===== src/rtl/fault_injector.sv =====
module fault_injector #(
  parameter int          LANES      = 16,
  parameter int          W          = LANES * 8,
  parameter logic [15:0] SEL_DEFAULT = 16'hACE1,
  parameter logic [7:0]  DAT_DEFAULT = 8'hFF
) (
  input  logic         clk,
  input  logic         rst_n,
  input  logic         inj_en,
  input  logic [1:0]   inj_mode,
  input  logic         seed_load,
  input  logic [7:0]   data_seed,
  input  logic [15:0]  sel_seed,
  input  logic [W-1:0] stuck_mask,
  input  logic [W-1:0] stuck_val,
  input  logic [W-1:0] bus_in,
  output logic [W-1:0] bus_out,
  output logic         flip_any,
  output logic [W-1:0] flip_mask
);

  localparam int LIDX = $clog2(LANES);

  function automatic logic [7:0] step8(input logic [7:0] s);
    return {s[6:0], s[7] ^ s[5] ^ s[4] ^ s[3]};
  endfunction

  function automatic logic [15:0] step16(input logic [15:0] s);
    return {s[14:0], s[15] ^ s[13] ^ s[12] ^ s[10]};
  endfunction

  function automatic logic [W-1:0] seed_vec(input logic [7:0] base);
    logic [W-1:0] v;
    logic [7:0]   s;
    for (int k = 0; k < LANES; k++) begin
      s = base + 8'(k);
      v[k*8 +: 8] = (s == 8'd0) ? DAT_DEFAULT : s;
    end
    return v;
  endfunction

  logic [15:0]  sel_q;
  logic [W-1:0] dat_q, dat_nx, rep;
  logic [15:0]  multi;
  logic         fire;
  logic [W-1:0] injected, stuck;

  always_comb
    for (int k = 0; k < LANES; k++) dat_nx[k*8 +: 8] = step8(dat_q[k*8 +: 8]);

  always_ff @(posedge clk or negedge rst_n) begin
    if (!rst_n) begin
      sel_q <= SEL_DEFAULT;
      dat_q <= seed_vec(8'd0);
    end else if (seed_load) begin
      sel_q <= (sel_seed == 16'd0) ? SEL_DEFAULT : sel_seed;
      dat_q <= seed_vec(data_seed);
    end else if (inj_en) begin
      sel_q <= step16(sel_q);
      dat_q <= dat_nx;
    end
  end

  assign fire  = (sel_q[15:13] == 3'b000);
  assign multi = sel_q ^ {sel_q[7:0], sel_q[15:8]};

  for (genvar i = 0; i < LANES; i++) begin : g_lane
    logic hit;
    assign hit = fire && (sel_q[LIDX-1:0] == LIDX'(i));
    always_comb begin
      case (inj_mode)
        2'd0:    rep[i*8 +: 8] = hit ? (8'd1 << sel_q[6:4]) : 8'd0;
        2'd1:    rep[i*8 +: 8] = hit ? 8'hFF : 8'd0;
        2'd2:    rep[i*8 +: 8] = (fire && multi[i]) ? 8'hFF : 8'd0;
        default: rep[i*8 +: 8] = 8'd0;
      endcase
    end
  end

  assign injected  = (bus_in & ~rep) | (dat_q & rep);
  assign stuck     = (bus_in & ~stuck_mask) | (stuck_val & stuck_mask);
  assign bus_out   = !inj_en ? bus_in : (inj_mode == 2'd3) ? stuck : injected;
  assign flip_mask = bus_out ^ bus_in;
  assign flip_any  = |flip_mask;

  assert_quiet_R1: assert property (@(posedge clk) disable iff (!rst_n)
    !inj_en |-> (flip_mask == '0) && !flip_any);

  assert_single_bit_R5: assert property (@(posedge clk) disable iff (!rst_n)
    (inj_en && inj_mode == 2'd0) |-> $countones(flip_mask) <= 1);

  assert_stuck_R8: assert property (@(posedge clk) disable iff (!rst_n)
    (inj_en && inj_mode == 2'd3) |-> ((bus_out ^ stuck_val) & stuck_mask) == '0);

  assert_load_R10: assert property (@(posedge clk) disable iff (!rst_n)
    (seed_load && sel_seed != 16'd0) |=> sel_q == $past(sel_seed));

  assert_hold_R11: assert property (@(posedge clk) disable iff (!rst_n)
    (!inj_en && !seed_load) |=> $stable(sel_q) && $stable(dat_q));

  always @(posedge clk)
    if (rst_n) assert_sel_live_R3: assert (sel_q != 16'd0);

endmodule


===== config.mk =====
export PLATFORM = sky130hd
export DESIGN_NAME = fault_injector
export DESIGN_NICKNAME = d
export VERILOG_FILES = /design/src/rtl/fault_injector.sv
export SDC_FILE = /design/constraint.sdc
export NUM_CORES = 1
export LEC_CHECK = 0
export ABC_CLOCK_PERIOD_IN_PS = 5200
export BUFFER_PORTS_ARGS = -buffer_cell sky130_fd_sc_hd__buf_2
export CORE_AREA = 2 2 262 264
export DETAILED_ROUTE_END_ITERATION = 10
export DIE_AREA = 0 0 264 266
export PLACE_DENSITY = 0.57
export SLEW_MARGIN = 30
export SYNTH_ARGS = -nofsm -noshare
export SYNTH_HDL_FRONTEND = slang
export SYNTH_SLANG_ARGS = --single-unit

===== constraint.sdc =====
create_clock -name clk -period 5.2 [get_ports clk]
set_clock_uncertainty 0.05 [all_clocks]
set_input_delay 0.26 -clock clk [delete_from_list [all_inputs] [get_ports clk]]
set_output_delay 0.26 -clock clk [all_outputs]
set_load 0.02 [all_outputs]

After elaboration in Yosys (flattened, before gate mapping)
Index checks and enable logic that the tools add are counted.
- register bits after elaboration: 144
- input port bits: 414
- output and inout bits: 257
- logic and storage cells: 238
- add/sub/neg operators: 15
- equal/unequal tests: 18
- shifts and indexed selects: 1
- multiplexer cells: 87
- bitwise gates (word level): 61
- reductions and logical operators: 54
- operator list (cell ; count):
    $and 128x128->128 ; 4
    $mux 128 ; 4
    $mux 8 ; 64
    $pmux 8 s3 ; 16
    $not 128->128 ; 2
    $or 128x128->128 ; 2
    $logic_not 8->1 ; 16
    $reduce_or 128->1 ; 1
    $xor 128x128->128 ; 1
    $add 8x4->8 const B ; 8
    $xor 1x1->1 ; 51
    $mux 16 ; 3
    $add 8x3->8 const B ; 4
    $eq 4x4->1 const B ; 8
    $logic_and 1x1->1 ; 32
    $add 8x2->8 const B ; 2
    $eq 4x3->1 const B ; 4
    $logic_not 16->1 ; 1
    $xor 16x16->16 ; 1
    $add 8x1->8 const B ; 1
    $eq 4x2->1 const B ; 2
    $shl 1x3->8 const A ; 1
    $eq 2x2->1 const B ; 2
    $eq 4x1->1 const B ; 1
    other kinds (5) ; 5

Logic depth before layout (Yosys ltp)
Gate-level depths: netlist (run 1).
- depth after elaboration: 11
- depth in mapped cells: 14
- gate-level depth less buffers: 11

Least setup slack after synthesis (run 1)
Ideal clock, no wire load.
- path type: register -> output
- from: reg sel_q[15]
- to: out flip_any
- data arrival time: 2910 ps
- data required time: 4890 ps
- slack: 1980 ps
- stages on the path, launching flop included: 11
- cell sequence: dfstp_2 > buf_2 > nor4b_2 > nand2_1 > or2_2 > a311oi_1 > or4_1 > nor4_1 > nand4_1 > nor4_1 > nand4_1
- cells in the longest elaborated chain, start to end: 11
- elaborated cells between the ends (all ways): 106
- RTL lines (element ; RTL line ; RTL):
    start, declared ; 42 ; logic [15:0] sel_q;
    start signal, assigned ; 56 ; sel_q <= (sel_seed == 16'd0) ? SEL_DEFAULT : sel_seed;
    start signal, assigned ; 59 ; sel_q <= step16(sel_q);
    $logic_not 3->1 / $xor 16x16->16 (equally long branches) ; 64, 65 ;
    $logic_and 1x1->1, on equally long branches ; 74, 69 ;
    $mux 8, on equally long branches ; 74, 72, 73 ;
    $pmux 8 s3 * ; 71 ; case (inj_mode)
    $not 128->128 ; 80 ; assign injected = (bus_in & ~rep) | (dat_q & rep);
    $and 128x128->128 ; 80 ;
    $or 128x128->128 * ; 80 ;
    $mux 128 * (2 in series) ; 82 ; assign bus_out = !inj_en ? bus_in : (inj_mode == 2'd3) ? stuck : injected;
    $xor 128x128->128 * ; 83 ; assign flip_mask = bus_out ^ bus_in;
    via flip_mask[121] ; 19 ; output logic [W-1:0] flip_mask
    $reduce_or 128->1 * ; 84 ; assign flip_any = |flip_mask;
    end, declared ; 18 ; output logic flip_any,
Mark *: on every way through the listed nets, which the timed path passes. The rest lies on a longest branch.

Worst setup path in the final report (run 1)
- from: reg sel_q[1]
- to: out flip_any
- cells in the longest elaborated chain, start to end: 11
- elaborated cells between the ends (all ways): 93
- RTL lines (element ; RTL line ; RTL):
    $eq 4x1->1 (tied with other cells) ; 69 ; assign hit = fire && (sel_q[LIDX-1:0] == LIDX'(i));
    $logic_and 1x1->1, on equally long branches ; 69, 74 ;
    $mux 8, on equally long branches ; 73, 72, 74 ;
    $pmux 8 s3 ; 71 ;
    $not 128->128 ; 80 ;
    $and 128x128->128 ; 80 ;
    $or 128x128->128 * ; 80 ;
    $mux 128 * (2 in series) ; 82 ;
    $xor 128x128->128 * ; 83 ;
    $reduce_or 128->1 * ; 84 ;
Mark *: on every way between the ends. The rest lies on a longest branch, timed or not.

==> results.toml, run 1 <==
[outcome]
status = "finished with violations"
failed_checks = "negative setup slack"

[floorplanning]
num_io_pins = 671
die_w_um = 264
core_sq_um = 67700
row_count = 96
floorplan.initialDensity_pct = 29.0
fp.dieH_um = 266
dieArea_sq_um = 70200

[sta]
report.final.slew_viol_count = 0
tightestPinTransition_ns = 0.966
rsz0062_at_grt = "false"
finalSetupViolCount = 1
finalCriticalPeriod_ns = 5.24
setup_tns_ns = -0.0402
fin_ws_ns = -0.0402
hold_viol_final = 0
max-slew-margin-rel_pct = 35.6
finalCritPeriodShare_pct = 101
max_freq_ghz = 0.191
hold_slack_ns = 0.0156

[layout]
fin_nets = 3798
drive_above_1_share_pct = 26.9
area_delta_synth_final_pct = 26.1
fill_cells = 7457

[worst_setup_path]
critPathMostFrequentCell = "nand4_1"
cp_cell_sequence = "nor4bb_1 -> nand2_1 -> buf_4 -> o21ai_0 -> a32oi_1 -> a31oi_1 -> nor4_1 -> nand4_1 -> nor3_4 -> nand4_1 -> buf_2"
path_buf_inv = 2
start_kind = "flop"
end_kind = "primary output"
critPathKind = "flop to primary output"
crit_family = "simple AND/OR/NAND/NOR gates"
arrival_ns = 4.93
slowest_delay_ns = 0.74
cp_slowest_cell = "dfrtp_1"
critPathMaxFanout = 16
cp.required_ns = 4.89

[global_routing]
grt_start_max_net_pins = 110
grt_pass1_wl_um = 181000
grt.total_usage_pct = 35.4
grt_overflow = 0
antenna_found_initial = 59
grt_pass1_vias = 24240

[run]
drv_cap = 0

[place]
dp_hpwl_um = 107000
pre_cts_slack_ns = 0.175
io_buffers = 670
gp_congestion = 1.07

[route]
drtIter0Drc = 3337
firstDrtPassIters = 8
drc = 0
wire_per_inst_um = 30.2
vias_per_cell = 6.19
vias = 26602
postRouteAntennaNets = 0
finalWirelength_um = 130000

[clocking]
clockBufferDepth = 2
clock-sinks = 144
clk_pin_slew_worst_paths_ns = 0.07
cts_tree = "built"
htreeDepth = 4
clock_latency_ns = 0.44
numCtsBuffers = 17
post_cts_buffers = 0
clk_root_buffer_cell = "clkbuf_16"

[synthesis]
ys_seq_area_share_pct = 18.7
syn_area_per_cell_sq_um = 7.02
synth_commonest_cells = "o21ai_0 (319), nand2_1 (304), nor2_1 (252), a21oi_1 (189), clkbuf_1 (146)"
postSynthCellCount = 2798
yosysMostFrequentCell = "o21ai_0"
yosys_warnings = 0
synth_ff_type = "dfrtp_1"
ys_types = 82
synth-seq-cells = 144
syn_nets = 3229
synthTopCellsByArea = "dfrtp_1 (12%), o21ai_0 (8.1%), dfstp_2 (6.4%), nand2_1 (5.8%), mux2i_1 (5.8%)"
syn_area_sq_um = 19600
synthArstFlopShare_pct = 100
yosysTopAreaCell = "dfrtp_1"
synth_edf_count = 0
synth_top_area_share_pct = 12.2

[power]
p_per_area_nw_per_um2 = 211
p_leak_nw = 10.4
power.ir.vdd_worst_mv = 0.200

[min_path]
worstHoldPathType = "input port to flop"
-- report_power, final --
| part | switching, mW | internal [mW] | total, mW |
|---|---|---|---|
| clock | 0.533 | 0.773 | 1.31 |
| sequential | 0.337 | 1.30 | 1.64 |
| combinational | 1.44 | 0.856 | 2.29 |
| total | 2.31 | 2.93 | 5.24 |
-- final cells by class --
type	instances	area, sq um	share of cell area [%]
diodes	34	85.1	0.343
clock buffers	21	450	1.82
clock inverters	11	156	0.631
inverters	32	123	0.495
multi-input cells	2409	15000	60.7
flip-flops and latches	144	3660	14.8
well taps	882	1100	4.45
repair buffers	763	4150	16.8
-- per-layer routing --
layer	track usage (%)	vias up	part of all wire (%)
met5	0	-	0.12
met4	17.4	26	5.4
met3	9.96	331	12
met2	56.4	1804	44
met1	43.8	12772	39
li1	-	11669	-
-- cells by family after synthesis --
group,Yosys count,synth area share (%)
mux,133,6.90
buf+inv,245,5.11
compound gates,1094,35.7
flops,144,18.7
xor+xnor,185,8.25
simple gates,980,24.3
fa+ha+maj,17,1.08
-- path summary, 6_finish.rpt --
path,from,endpoint,slack [ns],cells past startpoint
max,sel_q[1]$_DFFE_PN0P_,flip_any,-0.04,11
max reg2reg,sel_q[13]$_DFFE_PN1P_,sel_q[13]$_DFFE_PN1P_,3.62,3
min,sel_seed[9],sel_q[9]$_DFFE_PN0P_,0.02,3
min reg2reg,dat_q[80]$_DFFE_PN0P_,dat_q[80]$_DFFE_PN0P_,0.53,2
max in group asynchronous,rst_n,dat_q[106]$_DFFE_PN1P_,3.59,3
min in group asynchronous,rst_n,dat_q[23]$_DFFE_PN0P_,0.41,2
-- flip-flops by register name, indices dropped and copies added, names as in the netlist --
register / cells
dat_q: 128
sel_q: 16
-- placed cells by master, fill, tap and decap left out, types with 18 or more instances in the layout --
cell type  netlist  layout
a211oi_1       111     111
xnor2_1        120     120
nor2_1         252     251
mux2i_1        113     113
nand3b_1        24      24
nand4_1         23      23
a22oi_1         34      34
mux2_2          20      20
nand2_1        304     303
nor2b_1         93      93
inv_1           31      29
dfstp_2         48      48
a22o_1          60      60
a31o_2          23      23
a31oi_1        124     124
nand3_1         78      78
and3_1          22      21
xor2_1          65      65
buf_2           41     667
o32ai_1         23      23
nor4_1          25      25
o211ai_1        32      32
o22ai_1         32      32
a21oi_1        189     189
nor3_1          44      43
nor3b_1         26      26
dfrtp_1         96      96
buf_4            3      85
diode_2          0      34
o21ai_0        319     317
o31ai_1         27      27
and2_1          19      18
-- per-stage QoR --
stage          instances  area (sq um)  power, mW  util (%)
6_report            4296         24800       5.24      36.6
5_1_grt             4282         24700       5.44      36.5
4_1_cts             4262         24700       5.16      36.4
3_5_place_dp        4228         24000       3.86      35.5
3_3_place_gp        4228         24000       3.86      35.5
2_1_floorplan       2798         19600       2.81         -
-- worst register-to-register path: cells and delay by family, from the launching register on --
kind / cells / cell delay [ns]
DFF: 1 / 0.75
AOI/OAI and AO/OA: 2 / 0.56
buffers and inverters: 1 / 0.17
-- timing repair --
| action | 4_1_cts | 5_1_grt |
|---|---|---|
| hold buffers | 2 | 0 |
| endpoints found under the hold margin | 46 | 0 |
| gates resized for setup | 0 | 3 |
| endpoints found under the setup margin | 0 | 1 |
Power figures use the tool's default switching activity.
==> run 2, diff against run 1 <==
- ABC_AREA: default -> 1
- CORE_AREA: 2 2 262 264 -> 2 2 260 262
- DIE_AREA: 0 0 264 266 -> 0 0 262 264
==> results.toml, run 2 <==
[clocking]
clk_pin_slew_worst_paths_ns = 0.06
clock-sinks = 144
clock_latency_ns = 0.44
post_cts_buffers = 0
htreeDepth = 4
numCtsBuffers = 17
clk_root_buffer_cell = "clkbuf_16"
cts_tree = "built"
clockBufferDepth = 2

[global_routing]
grt_start_max_net_pins = 120
antenna_found_initial = 62
grt_pass1_vias = 23479
grt.total_usage_pct = 29.8
grt_pass1_wl_um = 154000
grt_overflow = 0

[floorplanning]
die_w_um = 262
dieArea_sq_um = 69200
num_io_pins = 671
core_sq_um = 66600
floorplan.initialDensity_pct = 29.0
fp.dieH_um = 264
row_count = 95

[worst_setup_path]
arrival_ns = 4.20
end_kind = "primary output"
cp_cell_sequence = "nor2_2 -> nand2_4 -> nor2_2 -> nand2_2 -> nand3_1 -> nand2_1 -> nand3_1 -> nand2_1 -> nand2_1 -> nand2_1 -> nand2_1 -> nand2_1 -> nor2_1 -> nand2_1 -> nor2_1 -> nand2_1 -> nor2_1 -> nand2_1 -> buf_2"
reg2reg_to = "sel_q[0]$_DFFE_PN1P_"
rrSetupSlack_ns = 3.72
critPathMaxFanout = 30
timing.rr.start = "sel_q[13]$_DFFE_PN1P_"
endpoint = "flip_any"
cp.required_ns = 4.89
path_buf_inv = 1
critPathMostFrequentCell = "nand2_1"
start_kind = "flop"
crit_family = "simple AND/OR/NAND/NOR gates"
slowest_delay_ns = 0.46
startpoint = "sel_q[13]$_DFFE_PN1P_"
cp_slowest_cell = "nand2_2"
critPathKind = "flop to primary output"
r2r_cells = 7
cp.depth = 19

[power]
power.ir.vdd_worst_mv = 0.233
p_per_area_nw_per_um2 = 210
p_total_mw = 5.04
p_leak_nw = 13.9

[synthesis]
ys_seq_area_share_pct = 19.0
postSynthCellCount = 3544
synth_ff_type = "dfrtp_1"
yosysMostFrequentCell = "nand2_1"
syn_area_per_cell_sq_um = 5.45
synth_edf_count = 0
synth_commonest_cells = "nand2_1 (1513), inv_1 (475), o21ai_0 (348), nand3_1 (264), nand4_1 (126)"
syn_area_sq_um = 19300
synthArstFlopShare_pct = 100
yosys_warnings = 0
yosysTopAreaCell = "nand2_1"
synthTopCellsByArea = "nand2_1 (29%), dfrtp_1 (12%), inv_1 (9.2%), o21ai_0 (9.0%), nand3_1 (6.8%)"
ys_types = 43
syn_nets = 3975
synth_top_area_share_pct = 29.4
synth-seq-cells = 144

[layout]
fin_nets = 4538
drive_above_1_share_pct = 20.8
multi_input_area_sq_um = 13100
reg_top3 = "dat_q x128, sel_q x16"
seq_area_sq_um = 3660
final_common_cell = "nand2_1"
largest_register_ffs = 128
fill_cells = 7546
largest-register = "dat_q"
final_cell_mix = "nand2_1 (1511), buf_2 (667), inv_1 (474)"
area_delta_synth_final_pct = 24.5
finalInstanceArea_sq_um = 24000

[route]
postRouteAntennaNets = 0
drtIter0Drc = 2840
finalWirelength_um = 108000
firstDrtPassIters = 8
vias_per_cell = 5.23
drc = 0
vias = 26287
wire_per_inst_um = 21.5

[place]
dpl-instance-area_sq_um = 23400
dp_hpwl_um = 86600
gp_congestion = 1.01
io_buffers = 670

[min_path]
worstHoldPathType = "input port to flop"
min_from = "sel_seed[14]"

[sta]
hold_viol_final = 0
finalCriticalPeriod_ns = 4.51
tightestPinTransition_ns = 0.961
finalSetupViolCount = 0
finalCritPeriodShare_pct = 86.7
max_freq_ghz = 0.222
setup_tns_ns = 0
report.final.slew_viol_count = 0
rsz0062_at_grt = "false"
max-slew-margin-rel_pct = 35.3

[run]
drv_cap = 0

[outcome]
status = "complete, no violations"
[run 2: area by class of cell]
class	count	area share [%]
Timing Repair Buffer	706	15.3
Tap cell	873	4.54
Multi-Input combinational cell	2748	54.5
Sequential cell	144	15.2
Clock buffer	18	1.79
Antenna cell	36	0.375
Clock inverter	14	0.593
Inverter	490	7.66
[run 2: how the worst min path moves through the flow]
stage	end	slack (ns)	depth (start not counted)
2_1_floorplan	dat_q[100]$_DFFE_PN0P_	-0.09	0
3_3_place_gp	dat_q[124]$_DFFE_PN0P_	0.28	1
3_5_place_dp	dat_q[124]$_DFFE_PN0P_	0.28	1
4_1_cts	sel_q[14]$_DFFE_PN0P_	0.01	3
5_1_grt	sel_q[14]$_DFFE_PN0P_	0.04	3
6_report	sel_q[14]$_DFFE_PN0P_	0.03	3
[run 2: logic make-up after synthesis]
| group | share of synthesized area (%) |
|---|---|
| AOI/OAI and AO/OA | 15.4 |
| xor gates and xnor gates | 4.40 |
| adders and majority gates | 1.10 |
| buffers and inverters | 13.4 |
| DFF | 19.0 |
| and+or+nand+nor | 46.7 |
[run 2: routing by layer]
layer	routed length (um)	track usage [%]	up-vias	share of wire (%)
li1	-	-	12552	-
met1	44300	39.1	12186	41
met2	47000	46.1	1288	43
met3	12500	8.85	221	12
met4	3980	10.6	40	3.7
met5	249	0	-	0.23
[run 2: worst min-delay path: stages]
cell and delay, ns:
buf_2 0.10, nand2_1 0.05, o221ai_1 0.06
[run 2: per-stage QoR]
stage / worst slack [ns] / std cells / util [%] / hold slack, ns
floorplan: 2.52 / 3544 / - / -0.0856
global placement: 0.994 / 4960 / 35.1 / 0.275
detailed placement: 1.29 / 4960 / 35.1 / 0.278
CTS: 0.812 / 4993 / 36.0 / 0.0139
global route: 0.439 / 5004 / 36.0 / 0.0430
finish: 0.689 / 5029 / 36.1 / 0.0256
[run 2: power by group]
part / internal, mW / total [mW] / switching (mW)
registers: 1.33 / 1.57 / 0.241
clock network: 0.675 / 1.23 / 0.558
logic: 0.740 / 2.24 / 1.50
total: 2.74 / 5.04 / 2.30
[run 2: repair_timing]
action,CTS,global route
endpoints found under the hold margin,36,0
resized for setup,0,0
hold buffers,1,0
